### config.mk
export PLATFORM = sky130hd
export DESIGN_NAME = mmio_uart
export DESIGN_NICKNAME = d
export VERILOG_FILES = /design/src/rtl/mmio_uart_pkg.sv /design/src/rtl/mmio_uart_divreg.sv /design/src/rtl/mmio_uart_tx.sv /design/src/rtl/mmio_uart_rx.sv /design/src/rtl/mmio_uart_rxbuf.sv /design/src/rtl/mmio_uart.sv
export SDC_FILE = /design/constraint.sdc
export NUM_CORES = 1
export LEC_CHECK = 0
export BUFFER_PORTS_ARGS = -buffer_cell sky130_fd_sc_hd__buf_2
export CAP_MARGIN = 10
export CORE_MARGIN = 2
export CORE_UTILIZATION = 57
export CTS_CLUSTER_SIZE = 25
export DETAILED_ROUTE_END_ITERATION = 10
export PLACE_DENSITY_LB_ADDON = 0.3
export SLEW_MARGIN = 5
export SYNTH_ARGS = -nofsm -noshare
export SYNTH_HDL_FRONTEND = slang
export SYNTH_HIERARCHICAL = 1
export SYNTH_SLANG_ARGS = --single-unit
### constraint.sdc
create_clock -name clk -period 4.6 [get_ports clk]
set_input_delay 0.46 -clock clk [delete_from_list [all_inputs] [get_ports clk]]
set_output_delay 0.46 -clock clk [all_outputs]
set_load 0.01 [all_outputs]
### src/rtl/mmio_uart_pkg.sv
package mmio_uart_pkg;

    typedef enum logic [1:0] {
        TX_IDLE,
        TX_START,
        TX_DATA,
        TX_STOP
    } tx_state_e;

    typedef enum logic [1:0] {
        RX_IDLE,
        RX_START,
        RX_DATA,
        RX_STOP
    } rx_state_e;

    localparam int unsigned OFS_DIV  = 0;
    localparam int unsigned OFS_DATA = 1;

endpackage

### src/rtl/mmio_uart_divreg.sv
module mmio_uart_divreg #(
    parameter int unsigned         DATA_W    = 32,
    parameter logic [DATA_W-1:0]   RESET_VAL = 16
) (
    input  logic                  clk,
    input  logic                  rst_n,
    input  logic [DATA_W/8-1:0]   we,
    input  logic [DATA_W-1:0]     wdata,
    output logic [DATA_W-1:0]     q
);
    localparam int unsigned LANES = DATA_W / 8;

    for (genvar l = 0; l < LANES; l++) begin : g_lane
        always_ff @(posedge clk) begin
            if (!rst_n) begin
                q[l*8 +: 8] <= RESET_VAL[l*8 +: 8];
            end else if (we[l]) begin
                q[l*8 +: 8] <= wdata[l*8 +: 8];
            end
        end
    end

endmodule

### src/rtl/mmio_uart_tx.sv
module mmio_uart_tx
    import mmio_uart_pkg::*;
#(
    parameter int unsigned DIV_W     = 32,
    parameter int unsigned DATA_BITS = 8
) (
    input  logic                  clk,
    input  logic                  rst_n,
    input  logic [DIV_W-1:0]      div_i,
    input  logic                  load_i,
    input  logic [DATA_BITS-1:0]  byte_i,
    output logic                  busy_o,
    output logic                  txd_o
);
    localparam int unsigned IDX_W = (DATA_BITS > 1) ? $clog2(DATA_BITS) : 1;
    localparam logic [IDX_W-1:0] LAST_IDX = IDX_W'(DATA_BITS - 1);

    tx_state_e              state_q, state_n;
    logic [DIV_W-1:0]       cnt_q, cnt_n;
    logic [IDX_W-1:0]       idx_q, idx_n;
    logic [DATA_BITS-1:0]   sh_q, sh_n;
    logic [DIV_W:0]         cnt_inc;
    logic                   bit_end;

    assign cnt_inc = {1'b0, cnt_q} + (DIV_W+1)'(1);
    // a divider of 0 or 1 gives one cycle per bit, never a stuck counter
    assign bit_end = cnt_inc >= {1'b0, div_i};

    always_comb begin
        state_n = state_q;
        cnt_n   = cnt_q;
        idx_n   = idx_q;
        sh_n    = sh_q;
        unique case (state_q)
            TX_IDLE: begin
                if (load_i) begin
                    state_n = TX_START;
                    cnt_n   = '0;
                    sh_n    = byte_i;
                end
            end
            TX_START: begin
                if (bit_end) begin
                    state_n = TX_DATA;
                    cnt_n   = '0;
                    idx_n   = '0;
                end else begin
                    cnt_n = cnt_inc[DIV_W-1:0];
                end
            end
            TX_DATA: begin
                if (bit_end) begin
                    cnt_n = '0;
                    sh_n  = sh_q >> 1;
                    if (idx_q == LAST_IDX) begin
                        state_n = TX_STOP;
                    end else begin
                        idx_n = idx_q + IDX_W'(1);
                    end
                end else begin
                    cnt_n = cnt_inc[DIV_W-1:0];
                end
            end
            TX_STOP: begin
                if (bit_end) begin
                    state_n = TX_IDLE;
                    cnt_n   = '0;
                end else begin
                    cnt_n = cnt_inc[DIV_W-1:0];
                end
            end
        endcase
    end

    always_ff @(posedge clk) begin
        if (!rst_n) begin
            state_q <= TX_IDLE;
            cnt_q   <= '0;
            idx_q   <= '0;
            sh_q    <= '0;
        end else begin
            state_q <= state_n;
            cnt_q   <= cnt_n;
            idx_q   <= idx_n;
            sh_q    <= sh_n;
        end
    end

    always_comb begin
        unique case (state_q)
            TX_IDLE:  begin txd_o = 1'b1;    busy_o = 1'b0; end
            TX_START: begin txd_o = 1'b0;    busy_o = 1'b1; end
            TX_DATA:  begin txd_o = sh_q[0]; busy_o = 1'b1; end
            TX_STOP:  begin txd_o = 1'b1;    busy_o = 1'b1; end
        endcase
    end

endmodule

### src/rtl/mmio_uart_rx.sv
module mmio_uart_rx
    import mmio_uart_pkg::*;
#(
    parameter int unsigned DIV_W       = 32,
    parameter int unsigned DATA_BITS   = 8,
    parameter int unsigned SYNC_STAGES = 2
) (
    input  logic                  clk,
    input  logic                  rst_n,
    input  logic [DIV_W-1:0]      div_i,
    input  logic                  rxd_i,
    output logic                  done_o,
    output logic [DATA_BITS-1:0]  byte_o
);
    localparam int unsigned IDX_W = (DATA_BITS > 1) ? $clog2(DATA_BITS) : 1;
    localparam logic [IDX_W-1:0] LAST_IDX = IDX_W'(DATA_BITS - 1);

    logic [SYNC_STAGES-1:0] sync_q;
    logic                   rx_s;

    // metastability chain; idles high like the line
    for (genvar s = 0; s < SYNC_STAGES; s++) begin : g_sync
        always_ff @(posedge clk) begin
            if (!rst_n) begin
                sync_q[s] <= 1'b1;
            end else if (s == 0) begin
                sync_q[s] <= rxd_i;
            end else begin
                sync_q[s] <= sync_q[(s == 0) ? 0 : s-1];
            end
        end
    end
    assign rx_s = sync_q[SYNC_STAGES-1];

    rx_state_e              state_q, state_n;
    logic [DIV_W-1:0]       cnt_q, cnt_n;
    logic [IDX_W-1:0]       idx_q, idx_n;
    logic [DATA_BITS-1:0]   sh_q, sh_n;
    logic [DIV_W:0]         cnt_inc;
    logic [DIV_W-1:0]       half_div;
    logic                   half_end, bit_end;

    assign cnt_inc  = {1'b0, cnt_q} + (DIV_W+1)'(1);
    assign half_div = div_i >> 1;
    assign half_end = cnt_inc >= {1'b0, half_div};
    assign bit_end  = cnt_inc >= {1'b0, div_i};

    always_comb begin
        state_n = state_q;
        cnt_n   = cnt_q;
        idx_n   = idx_q;
        sh_n    = sh_q;
        unique case (state_q)
            RX_IDLE: begin
                if (!rx_s) begin
                    state_n = RX_START;
                    cnt_n   = '0;
                end
            end
            RX_START: begin
                if (half_end) begin
                    cnt_n   = '0;
                    idx_n   = '0;
                    state_n = rx_s ? RX_IDLE : RX_DATA;
                end else begin
                    cnt_n = cnt_inc[DIV_W-1:0];
                end
            end
            RX_DATA: begin
                if (bit_end) begin
                    cnt_n = '0;
                    sh_n  = {rx_s, sh_q[DATA_BITS-1:1]};
                    if (idx_q == LAST_IDX) begin
                        state_n = RX_STOP;
                    end else begin
                        idx_n = idx_q + IDX_W'(1);
                    end
                end else begin
                    cnt_n = cnt_inc[DIV_W-1:0];
                end
            end
            RX_STOP: begin
                if (bit_end) begin
                    state_n = RX_IDLE;
                    cnt_n   = '0;
                end else begin
                    cnt_n = cnt_inc[DIV_W-1:0];
                end
            end
        endcase
    end

    always_ff @(posedge clk) begin
        if (!rst_n) begin
            state_q <= RX_IDLE;
            cnt_q   <= '0;
            idx_q   <= '0;
            sh_q    <= '0;
        end else begin
            state_q <= state_n;
            cnt_q   <= cnt_n;
            idx_q   <= idx_n;
            sh_q    <= sh_n;
        end
    end

    always_comb begin
        unique case (state_q)
            RX_IDLE, RX_START, RX_DATA: done_o = 1'b0;
            RX_STOP:                    done_o = bit_end;
        endcase
        byte_o = sh_q;
    end

endmodule

### src/rtl/mmio_uart_rxbuf.sv
module mmio_uart_rxbuf #(
    parameter int unsigned DATA_W    = 32,
    parameter int unsigned DATA_BITS = 8
) (
    input  logic                  clk,
    input  logic                  rst_n,
    input  logic                  done_i,
    input  logic [DATA_BITS-1:0]  byte_i,
    input  logic                  pop_i,
    output logic                  full_o,
    output logic [DATA_W-1:0]     data_o
);
    logic [DATA_BITS-1:0] hold_q;

    always_ff @(posedge clk) begin
        if (!rst_n) begin
            full_o <= 1'b0;
            hold_q <= '0;
        end else if (done_i) begin
            full_o <= 1'b1;
            hold_q <= byte_i;
        end else if (pop_i) begin
            full_o <= 1'b0;
        end
    end

    assign data_o = full_o ? {{(DATA_W-DATA_BITS){1'b0}}, hold_q} : '1;

endmodule

### src/rtl/mmio_uart.sv
module mmio_uart
    import mmio_uart_pkg::*;
#(
    parameter int unsigned DATA_W    = 32,
    parameter int unsigned ADDR_W    = 2,
    parameter int unsigned DIV_RESET = 16
) (
    input  logic                  clk,
    input  logic                  rst_n,
    input  logic                  bus_valid,
    input  logic [ADDR_W-1:0]     bus_addr,
    input  logic [DATA_W/8-1:0]   bus_wstrb,
    input  logic [DATA_W-1:0]     bus_wdata,
    output logic [DATA_W-1:0]     bus_rdata,
    output logic                  bus_ready,
    output logic                  ser_tx,
    input  logic                  ser_rx
);
    localparam int unsigned STRB_W    = DATA_W / 8;
    localparam int unsigned DATA_BITS = 8;

    logic                  hit_div, hit_dat, is_write;
    logic [STRB_W-1:0]     div_we;
    logic [DATA_W-1:0]     div_q;
    logic                  tx_load, tx_busy;
    logic                  rx_done, rx_pop, rx_full;
    logic [DATA_BITS-1:0]  rx_byte;
    logic [DATA_W-1:0]     rx_word;

    assign is_write = |bus_wstrb;
    assign hit_div  = bus_valid && (bus_addr == ADDR_W'(OFS_DIV));
    assign hit_dat  = bus_valid && (bus_addr == ADDR_W'(OFS_DATA));
    assign div_we   = hit_div ? bus_wstrb : '0;
    assign tx_load  = hit_dat && is_write && !tx_busy;
    assign rx_pop   = hit_dat && !is_write;

    always_comb begin
        bus_ready = !(hit_dat && is_write && tx_busy);
        bus_rdata = '0;
        if (hit_div && !is_write) begin
            bus_rdata = div_q;
        end else if (hit_dat && !is_write) begin
            bus_rdata = rx_word;
        end
    end

    mmio_uart_divreg #(
        .DATA_W   (DATA_W),
        .RESET_VAL(DATA_W'(DIV_RESET))
    ) u_divreg (
        .clk  (clk),
        .rst_n(rst_n),
        .we   (div_we),
        .wdata(bus_wdata),
        .q    (div_q)
    );

    mmio_uart_tx #(
        .DIV_W    (DATA_W),
        .DATA_BITS(DATA_BITS)
    ) u_tx (
        .clk   (clk),
        .rst_n (rst_n),
        .div_i (div_q),
        .load_i(tx_load),
        .byte_i(bus_wdata[DATA_BITS-1:0]),
        .busy_o(tx_busy),
        .txd_o (ser_tx)
    );

    mmio_uart_rx #(
        .DIV_W      (DATA_W),
        .DATA_BITS  (DATA_BITS),
        .SYNC_STAGES(2)
    ) u_rx (
        .clk   (clk),
        .rst_n (rst_n),
        .div_i (div_q),
        .rxd_i (ser_rx),
        .done_o(rx_done),
        .byte_o(rx_byte)
    );

    mmio_uart_rxbuf #(
        .DATA_W   (DATA_W),
        .DATA_BITS(DATA_BITS)
    ) u_rxbuf (
        .clk   (clk),
        .rst_n (rst_n),
        .done_i(rx_done),
        .byte_i(rx_byte),
        .pop_i (rx_pop),
        .full_o(rx_full),
        .data_o(rx_word)
    );

endmodule

# --- Yosys cells after proc, flatten, opt, wreduce, memory -nomap -nowiden ---
# Cells that the tools add are included.
word_totals:
  regBits: 133
  latchBits: 0
  ram_bits: 0
  mem_bits_ro: 0
  inputBits: 42
  output_inout_bits: 34
  elab_cells: 112
  mem_count: 0
classes:
  add_sub_neg: 4
  multipliers: 0
  div_mod_pow: 0
  magnitude_cmp: 3
  n_eq_ne: 21
  n_shift: 0
  mux: 40
  bitwise_logic: 0
  reduce_logical: 28
ops:
  columns: ["operator", "n"]
  rows:
  - ["$mux 32", 8]
  - ["$pmux 32 s3", 1]
  - ["$add 32x1->33 const B", 2]
  - ["$ge 33x32->1", 2]
  - ["$pmux 32 s2", 1]
  - ["$ge 33x31->1", 1]
  - ["$mux 2", 11]
  - ["$mux 3", 6]
  - ["$mux 8", 2]
  - ["$ne 2x1->1 const B", 8]
  - ["$pmux 2 s4", 2]
  - ["$pmux 8 s2", 1]
  - ["$pmux 3 s2", 2]
  - ["$reduce_and 5->1", 2]
  - ["$eq 2x2->1 const B", 4]
  - ["$ne 2x2->1 const B", 4]
  - ["$reduce_and 4->1", 2]
  - ["$reduce_bool 2->1", 4]
  - ["$logic_and 1x1->1", 7]
  - ["$add 3x1->3 const B", 2]
  - ["$eq 2x1->1 const B", 3]
  - ["$eq 3x3->1 const B", 2]
  - ["$logic_not 2->1", 3]
  - ["$reduce_or 3->1", 2]
  - ["other kinds (9)", 14]

# --- Logic depth before layout (Yosys ltp) ---
# Gate-level depths: netlist of run 1.
logic_depth:
  depth_word: 7
  mapped_depth: 18
  depth_no_buf: 16

# --- Hierarchy ---
# The synthesis of run 1 kept the hierarchy.
by_module_without_submodules:
  columns: ["mod", "n_inst", "cells_per_inst", "area_per_inst_um2", "seq_area_each_um2"]
  rows:
  - ["mmio_uart_rx", 1, 472, 3973.8, 940.9]
  - ["mmio_uart_tx", 1, 406, 3434.5, 900.9]
  - ["mmio_uart_divreg", 1, 103, 1218.7, 640.6]
  - ["mmio_uart", 1, 87, 804.5, 0.0]
  - ["mmio_uart_rxbuf", 1, 60, 568.0, 180.2]

# --- Worst setup path after synthesis of run 1 ---
# OpenSTA, ideal clock, no wires.
synth_path:
  kind: "reg2reg"
  startpoint: "reg u_rx.cnt_q[4]"
  endpoint: "reg u_rx.cnt_q[18]"
  setup_ps: 117
  arrival_ps: 3681
  required_ps: 4483
  slack_ps: 803
  path_stages_with_launch: 18
  n_path_buf: 3
  synth_period_minus_slack_ps: 3797
  cell_sequence: "dfxtp_1 buf_2 nand4_1 nor2_1 nand2_1 nor2_1 nand3_1 xnor2_1 ha_1 nand4_1 or3_1 a311oi_1 o21ai_2 a31o_4 and2_1 buf_6 buf_6 a22o_1"
synth_between:
  elab_chain_len: 4
  word_cells_on_any_way: 6
  cone_classes: "add/sub (1); order compare (2); mux (3)"
synth_lines:
  columns: ["element", "line", "source"]
  rows:
  - ["start: declaration", "mmio_uart_rx.sv:36", "logic [DIV_W-1:0] cnt_q, cnt_n;"]
  - ["start signal: assignment", "mmio_uart_rx.sv:101", "cnt_q <= cnt_n;"]
  - ["$add 32x1->33 (*)", "mmio_uart_rx.sv:43", "assign cnt_inc = {1'b0, cnt_q} + (DIV_W+1)'(1);"]
  - ["$ge 33x32->1 / $ge 33x31->1 (equally long branches)", "mmio_uart_rx.sv:46, mmio_uart_rx.sv:45", null]
  - ["$mux 32 (on tied branches)", "mmio_uart_rx.sv:70, mmio_uart_rx.sv:83, mmio_uart_rx.sv:61", null]
  - ["$pmux 32 s3 (*)", "mmio_uart_rx.sv:53", "unique case (state_q)"]
# Mark *: on every way between the ends. The rest lies on a longest branch, timed or not.
# A chain may end at the register's enable or synchronous reset.

# --- Worst setup path in the final report of run 1 ---
layout_path:
  startpoint: "reg u_tx.cnt_q[0]"
  endpoint: "reg u_tx.cnt_q[14]"
layout_between:
  elab_chain_len: 4
layout_lines:
  columns: ["element", "line", "source"]
  rows:
  - ["start: declaration", "mmio_uart_tx.sv:19", "logic [DIV_W-1:0] cnt_q, cnt_n;"]
  - ["start signal: assignment", "mmio_uart_tx.sv:83", "cnt_q <= cnt_n;"]
  - ["$add 32x1->33 (*)", "mmio_uart_tx.sv:25", "assign cnt_inc = {1'b0, cnt_q} + (DIV_W+1)'(1);"]
  - ["$ge 33x32->1", "mmio_uart_tx.sv:27", "assign bit_end = cnt_inc >= {1'b0, div_i};"]
  - ["$mux 32 (*)", "mmio_uart_tx.sv:43, mmio_uart_tx.sv:52, mmio_uart_tx.sv:65", null]
  - ["$pmux 32 s2 (*)", "mmio_uart_tx.sv:34", "unique case (state_q)"]
# Marked as above.

==> flow_summary.json, run 1 <==
{
  "multi_input_area_um2": 6550,
  "synthFlopType": "dfxtp_1",
  "peakVddDrop_mv": 0.303,
  "highest_layer": "met4",
  "vias": 8373,
  "final_area_um2": 10900,
  "synthTopCellsByArea": "dfxtp_1 27%, ha_1 13%, mux2i_1 8.3%",
  "worstSkewPairLatency_ns": 0.43,
  "viasPerCell": 5.98,
  "place.gp.congestion": 0.870,
  "drive_gt1_share_pct": 16.3,
  "run_status": "completed",
  "cts_hold_buf": 0,
  "slowest_stage": "or4_1",
  "cts_buffers": 17,
  "grt_pass1_vias": 7996,
  "min_path_cells": 2,
  "criticalPathCategory": "flip-flop to flip-flop",
  "drt_pass1_iterations": 5,
  "fin_tns_setup_ns": 0,
  "syn_area_per_cell_um2": 8.86,
  "yosysTopAreaCellShare_pct": 26.6,
  "cts_max_level": 4,
  "drt-initial-drc-count": 519,
  "cp-startpoint": "u_tx/cnt_q[0]$_SDFFE_PN0P_",
  "synthSimpleGateAreaFrac_pct": 23.3,
  "synth_cell_types": 85,
  "drc": 0,
  "met3_length_mm": 1.48,
  "hp-class": "primary input to flip-flop",
  "synth_area_um2": 10000,
  "start_util_pct": 58.0,
  "synth_compound_area_share_pct": 15.3,
  "synth_edf_count": 0,
  "p_total_w": 0.00306,
  "ant_nets": 0,
  "finClkSkew_ns": 0.00953,
  "p_leak_nw": 4.36,
  "synth_top_family_by_area": "simple AND/OR/NAND/NOR gates",
  "fin_util_pct": 63.1,
  "yosys.area.top_type": "dfxtp_1",
  "syn-num-nets": 1275,
  "die_y_um": 136,
  "worstMarginPinSlew_ns": 0.908,
  "muxShareOfSynthArea_pct": 8.31,
  "core_um2": 17200,
  "start_kind": "flip-flop",
  "routed_wl_mm": 24.4,
  "place_area_um2": 10300,
  "end_kind": "flip-flop",
  "wl_per_cell_um": 17.5,
  "maxSlewHeadroom_pct": 39.4,
  "cpMostUsedCell": "ha_1",
  "grt-ovfl-total": 0,
  "synthArstFlopShare_pct": 0,
  "path_max_fanout": 16,
  "cpPeakStageDelay_ns": 0.72,
  "clk_pin_slew_worst_paths_ns": 0.06,
  "fmax_mhz": 233,
  "areaGrowthSynthToFinish_pct": 8.80,
  "grt_max_degree": 100,
  "die_area_um2": 18600,
  "r2r_end": "u_tx/cnt_q[14]$_SDFFE_PN0P_",
  "reg2reg_from": "u_tx/cnt_q[0]$_SDFFE_PN0P_",
  "wl_met2_mm": 11.0,
  "worstPathArrival_ns": 4.66,
  "num_io_pins": 76,
  "antenna_found_initial": 0,
  "postCtsSetupRepairBufs": 0,
  "track_usage_pct": 26.9,
  "path_cells": "ha_1 > and4_1 > nand3_2 > nor3_1 > and3_1 > xor2_1 > ha_1 > a21o_1 > a21oi_1 > o31ai_1 > or4_1 > nor2_4 > buf_4 > a32o_1 > and2_1",
  "r2r_slack_ns": 0.30,
  "finalHoldViolations": 0,
  "synthAdderAreaFrac_pct": 13.1,
  "ys_seq_area_share_pct": 26.6,
  "period_minus_slack_ns": 4.30,
  "worstSetupEndpoint": "u_tx/cnt_q[14]$_SDFFE_PN0P_",
  "cap_violations": 0,
  "synth_xor_area_share_pct": 5.17,
  "diodes": 0,
  "rsz0062_at_grt": "false",
  "synth_cells": 1128,
  "power_density_nw_per_um2": 281,
  "required_ns": 4.97,
  "slew_violations": 0,
  "period_share_pct": 93.4,
  "cts_buffer_depth": 2,
  "reg2reg_depth": 15,
  "synth_warnings": 6,
  "ys_ff_latch": 133,
  "dpl_worst_slack_ns": 0.240,
  "die_w_um": 136,
  "fillerInstances": 1424,
  "setup_ws_ns": 0.303,
  "layout.nets": 1309,
  "drt-met1-wl_mm": 11.3,
  "num_rows": 48,
  "place_hpwl_mm": 17.9,
  "setup_viol": 0,
  "cts.sinks": 133,
  "cts_tree": "done",
  "clockRootBuffer": "clkbuf_16",
  "grt_pass1_wl_mm": 39.4,
  "seq_area_um2": 2660,
  "io_buffers": 75
}
==> cell usage after synthesis, types with 7 or more instances <==
| master | count |
|---|---|
| a21boi_0 | 10 |
| a21boi_1 | 13 |
| a21o_1 | 10 |
| a21oi_1 | 39 |
| a22o_1 | 22 |
| a32o_1 | 10 |
| and2_1 | 16 |
| and3_1 | 19 |
| and4_1 | 16 |
| buf_2 | 13 |
| buf_4 | 27 |
| buf_6 | 9 |
| clkbuf_1 | 22 |
| dfxtp_1 | 133 |
| ha_1 | 105 |
| inv_1 | 76 |
| mux2i_1 | 83 |
| nand2_1 | 95 |
| nand2b_1 | 7 |
| nand3_1 | 43 |
| nand4_1 | 33 |
| nor2_1 | 30 |
| nor2b_1 | 56 |
| nor3_1 | 14 |
| nor3_2 | 31 |
| o21a_1 | 10 |
| o21ai_0 | 26 |
| o221a_2 | 7 |
| xnor2_1 | 47 |
| xor2_1 | 12 |
==> state kept, by name, summed over array words and instances (netlist names), named ones only <==
name and cells:
u_divreg/q 32, u_rx/byte_o 8, u_rx/cnt_q 32, u_rx/idx_q 3
u_rx/rx_s 1, u_rx/state_q 1, u_rx/sync_q 1, u_rxbuf/full_o 1
u_rxbuf/hold_q 8, u_tx/cnt_q 32, u_tx/idx_q 3, u_tx/sh_q 8
u_tx/state_q 2
==> metrics by stage <==
| step | hold WS, ns | instances |
|---|---|---|
| floorplan | 0.386 | 1128 |
| global placement | 0.392 | 1368 |
| detailed placement | 0.401 | 1368 |
| CTS | 0.203 | 1400 |
| global route | 0.216 | 1400 |
| finish | 0.207 | 1400 |
==> critical path, delay by kind of cell (launching register included) <==
| family | cells | cell delay (ns) |
|---|---|---|
| and+or+nand+nor | 7 | 2.18 |
| DFF | 1 | 0.42 |
| xor gates and xnor gates | 1 | 0.20 |
| buffers and inverters | 1 | 0.26 |
| AOI/OAI and AO/OA | 4 | 0.65 |
| adders and majority gates | 2 | 0.50 |
==> layout by cell type, fill, tap and decap left out, drive strengths merged, types with 5 or more instances in the layout <==
cell type  instances
o221a              8
nor4               5
and2              17
a2111oi            6
a211oi             8
dfxtp            133
nand3             44
o22ai              5
inv               80
a21oi             39
nor2b             56
mux2i             83
a21o              10
nand2b             7
xor2              12
nor2              32
or2b               5
and3              20
xnor2             47
clkinv             6
o21a              10
and4              16
o21ai             29
nand4             35
a21boi            23
clkbuf            18
a32o              10
a22o              22
ha               105
nand2             95
buf               92
nor3              45
==> worst min path at each step <==
stage,from,endpoint,slack [ns]
6_report,ser_rx,u_rx/sync_q[0]$_SDFF_PN1_,0.21
5_1_grt,ser_rx,u_rx/sync_q[0]$_SDFF_PN1_,0.22
4_1_cts,ser_rx,u_rx/sync_q[0]$_SDFF_PN1_,0.20
3_5_place_dp,u_rx/sync_q[0]$_SDFF_PN1_,u_rx/rx_s$_SDFF_PN1_,0.40
3_3_place_gp,u_rx/sync_q[0]$_SDFF_PN1_,u_rx/rx_s$_SDFF_PN1_,0.39
2_1_floorplan,u_rx/sync_q[0]$_SDFF_PN1_,u_rx/rx_s$_SDFF_PN1_,0.39
==> routing by layer <==
metal / track usage, % / vias up
met1: 36.0 / 3954
li1: - / 4108
met5: 0 / -
met3: 4.81 / 53
met2: 43.4 / 258
met4: 9.84 / 0
==> where the power goes <==
group / internal (W) / switching [W]
clock: 0.000801 / 0.000550
combinational: 0.000169 / 0.000304
sequential: 0.00120 / 0.0000369
total: 0.00217 / 0.000891
==> logic make-up (layout without fill, tap and decap cells) <==
group,Yosys count,after routing
compound gates,199,199
xor+xnor,59,59
fa+ha+maj,105,105
buf+inv,154,201
flops,133,133
mux,83,83
simple gates,395,395
==> what timing repair did <==
action	CTS	global route
setup endpoints to repair	0	24
hold endpoints to repair	0	0
resized for setup	0	4
==> area by class of cell <==
class / instances / share of cell area, %
Multi-Input combinational cell: 841 / 60.2
Clock buffer: 18 / 3.94
Inverter: 77 / 2.66
Timing Repair Buffer: 92 / 4.74
Tap cell: 225 / 2.59
Sequential cell: 133 / 24.5
Clock inverter: 14 / 1.38
Power figures use the tool's default switching activity.
==> run 2, diff against run 1 <==
--- a/config.mk
+++ b/config.mk
@@ -7,9 +7,11 @@
 export LEC_CHECK = 0
 export BUFFER_PORTS_ARGS = -buffer_cell sky130_fd_sc_hd__buf_2
 export CAP_MARGIN = 10
+export CELL_PAD_IN_SITES_DETAIL_PLACEMENT = 0
+export CELL_PAD_IN_SITES_GLOBAL_PLACEMENT = 1
 export CORE_MARGIN = 2
-export CORE_UTILIZATION = 57
-export CTS_CLUSTER_SIZE = 25
+export CORE_UTILIZATION = 47
+export CTS_CLUSTER_SIZE = 40
 export DETAILED_ROUTE_END_ITERATION = 10
 export PLACE_DENSITY_LB_ADDON = 0.3
 export SLEW_MARGIN = 5
==> run 2 against run 1 <==
Effect of this change:
- clock skew hardly changed
- design area is 1.2% higher
- setup slack better by 0.048 ns
- sequential power hardly changed
- critical path depth stayed put
- clock power is 6% higher
- global-route usage is 4.3 points lower
- via count is 4.1% lower
- non-clock buffer count stayed put
- sequential share of layout area is 0.29 points lower
- critical path type unchanged
- largest cell class unchanged
- highest routed layer unchanged
==> flow_summary.json, run 2 (synthesized netlist as in run 1, its figures left out) <==
{
  "run_status": "completed",
  "grt-ovfl-total": 0,
  "p_leak_nw": 4.40,
  "worstMarginPinSlew_ns": 0.830,
  "fillerInstances": 2018,
  "clkPwrFrac_pct": 45.3,
  "period_minus_slack_ns": 4.25,
  "start_kind": "flip-flop",
  "place.gp.congestion": 0.824,
  "num_io_pins": 76,
  "top_regs": "u_divreg/q x32, u_rx/cnt_q x32, u_tx/cnt_q x32",
  "drc": 0,
  "seqPwrFrac_pct": 39.0,
  "whs_ns": 0.221,
  "criticalPathCategory": "flip-flop to flip-flop",
  "period_share_pct": 92.4,
  "sw_frac_of_total_pct": 28.3,
  "viasPerCell": 5.54,
  "layout.nets": 1309,
  "switching_power_w": 0.000896,
  "worstSkewPairLatency_ns": 0.42,
  "routed_wl_mm": 24.9,
  "diodes": 0,
  "cts_buffer_depth": 2,
  "final_cell_mix": "133 x dfxtp_1, 105 x ha_1, 95 x nand2_1",
  "start_util_pct": 47.7,
  "core_um2": 21000,
  "wl_per_cell_um": 17.2,
  "fin_tns_setup_ns": 0,
  "reg2reg_from": "u_rx/cnt_q[17]$_SDFFE_PN0N_",
  "die_area_um2": 22500,
  "place_hpwl_mm": 18.4,
  "clockRootBuffer": "clkbuf_16",
  "vias": 8029,
  "drive_gt1_share_pct": 16.6,
  "p_total_w": 0.00316,
  "cts.sinks": 133,
  "finClkSkew_ns": 0.00947,
  "end_kind": "flip-flop",
  "clk_pin_slew_worst_paths_ns": 0.06,
  "required_ns": 4.95,
  "num_rows": 53,
  "hp-class": "primary input to flip-flop",
  "cts_tree": "done",
  "die_w_um": 150,
  "worstPathArrival_ns": 4.60,
  "grt_max_degree": 97,
  "ant_nets": 0,
  "met3_length_um": 781,
  "final_area_um2": 11000,
  "cts_max_level": 4,
  "final_common_cell": "dfxtp_1",
  "drt_pass1_iterations": 5,
  "highest_layer": "met4",
  "drt-initial-drc-count": 385,
  "io_buffers": 75,
  "track_usage_pct": 22.6,
  "hold_start": "ser_rx",
  "antenna_found_initial": 0,
  "slew_violations": 0,
  "cp-startpoint": "u_rx/cnt_q[17]$_SDFFE_PN0N_",
  "power_frac_comb_pct": 15.7,
  "place_area_um2": 10400,
  "rsz0062_at_grt": "false",
  "cts_buffers": 17,
  "peakVddDrop_mv": 0.248,
  "wl_met2_mm": 11.2,
  "setup_viol": 0,
  "fmax_mhz": 235,
  "finalHoldViolations": 0,
  "areaGrowthSynthToFinish_pct": 10.1,
  "path_max_fanout": 19,
  "drt-met1-wl_mm": 12.8,
  "cap_violations": 0,
  "power_density_nw_per_um2": 287,
  "intPower_w": 0.00227,
  "maxSlewHeadroom_pct": 43.9,
  "die_y_um": 150,
  "grt_pass1_wl_mm": 40.3,
  "grt_pass1_vias": 7641
}
-- run 2: cell type report --
class	instances	area (µm²)	area share, %
inverters	77	289	2.63
flip-flops and latches	133	2660	24.2
clock buffers	21	470	4.27
well taps	275	344	3.13
repair buffers	92	518	4.71
clock inverters	11	148	1.34
multi-input cells	841	6580	59.7
-- run 2: metal layers --
| metal | vias to the layer above | global-route usage (%) |
|---|---|---|
| li1 | 4096 | - |
| met1 | 3798 | 32.4 |
| met2 | 127 | 36.2 |
| met3 | 8 | 3.29 |
| met4 | 0 | 4.39 |
| met5 | - | 0 |
-- run 2: final timing paths --
| path | depth (start not counted) | end | slack (ns) |
|---|---|---|---|
| setup / recovery | 15 | u_rx/cnt_q[7]$_SDFFE_PN0N_ | 0.35 |
| hold / removal | 2 | u_rx/sync_q[0]$_SDFF_PN1_ | 0.22 |
| setup reg to reg | 15 | u_rx/cnt_q[7]$_SDFFE_PN0N_ | 0.35 |
| hold reg to reg | 1 | u_rx/rx_s$_SDFF_PN1_ | 0.41 |
-- run 2: timing repair --
action,4_1_cts,5_1_grt
resized for setup,0,7
setup buffers,0,0
endpoints found under the setup margin,0,37
hold endpoints to repair,0,0
hold buffers,0,0
-- run 2: through the flow --
step,cells,util (%),worst slack [ns]
floorplan,1128,-,0.803
global placement,1418,49.4,0.249
detailed placement,1418,49.4,0.181
CTS,1450,52.4,0.192
global route,1450,52.5,0.00216
finish,1450,52.5,0.351
-- run 2: power by group through the flow --
stage          sequential (W)  combinational [W]  clock, W
6_report              0.00123           0.000496   0.00143
4_1_cts               0.00123           0.000483   0.00146
3_3_place_gp          0.00126           0.000476         0
3_5_place_dp          0.00126           0.000482         0
2_1_floorplan         0.00124           0.000345         0
5_1_grt               0.00124           0.000542   0.00151
-- run 2: worst max-delay path: stages (launching register included) --
cell and delay [ns]:
dfxtp_1 0.48, nand4_2 0.16, nor4_4 0.46, and4_1 0.33, nand3_1 0.11, xnor2_1 0.27, ha_1 0.31, a21o_1 0.18
a21oi_1 0.13, o21ai_0 0.10, a2111o_1 0.48, o21ai_4 0.30, a31o_4 0.27, and2_1 0.16, buf_4 0.26, a22o_1 0.18
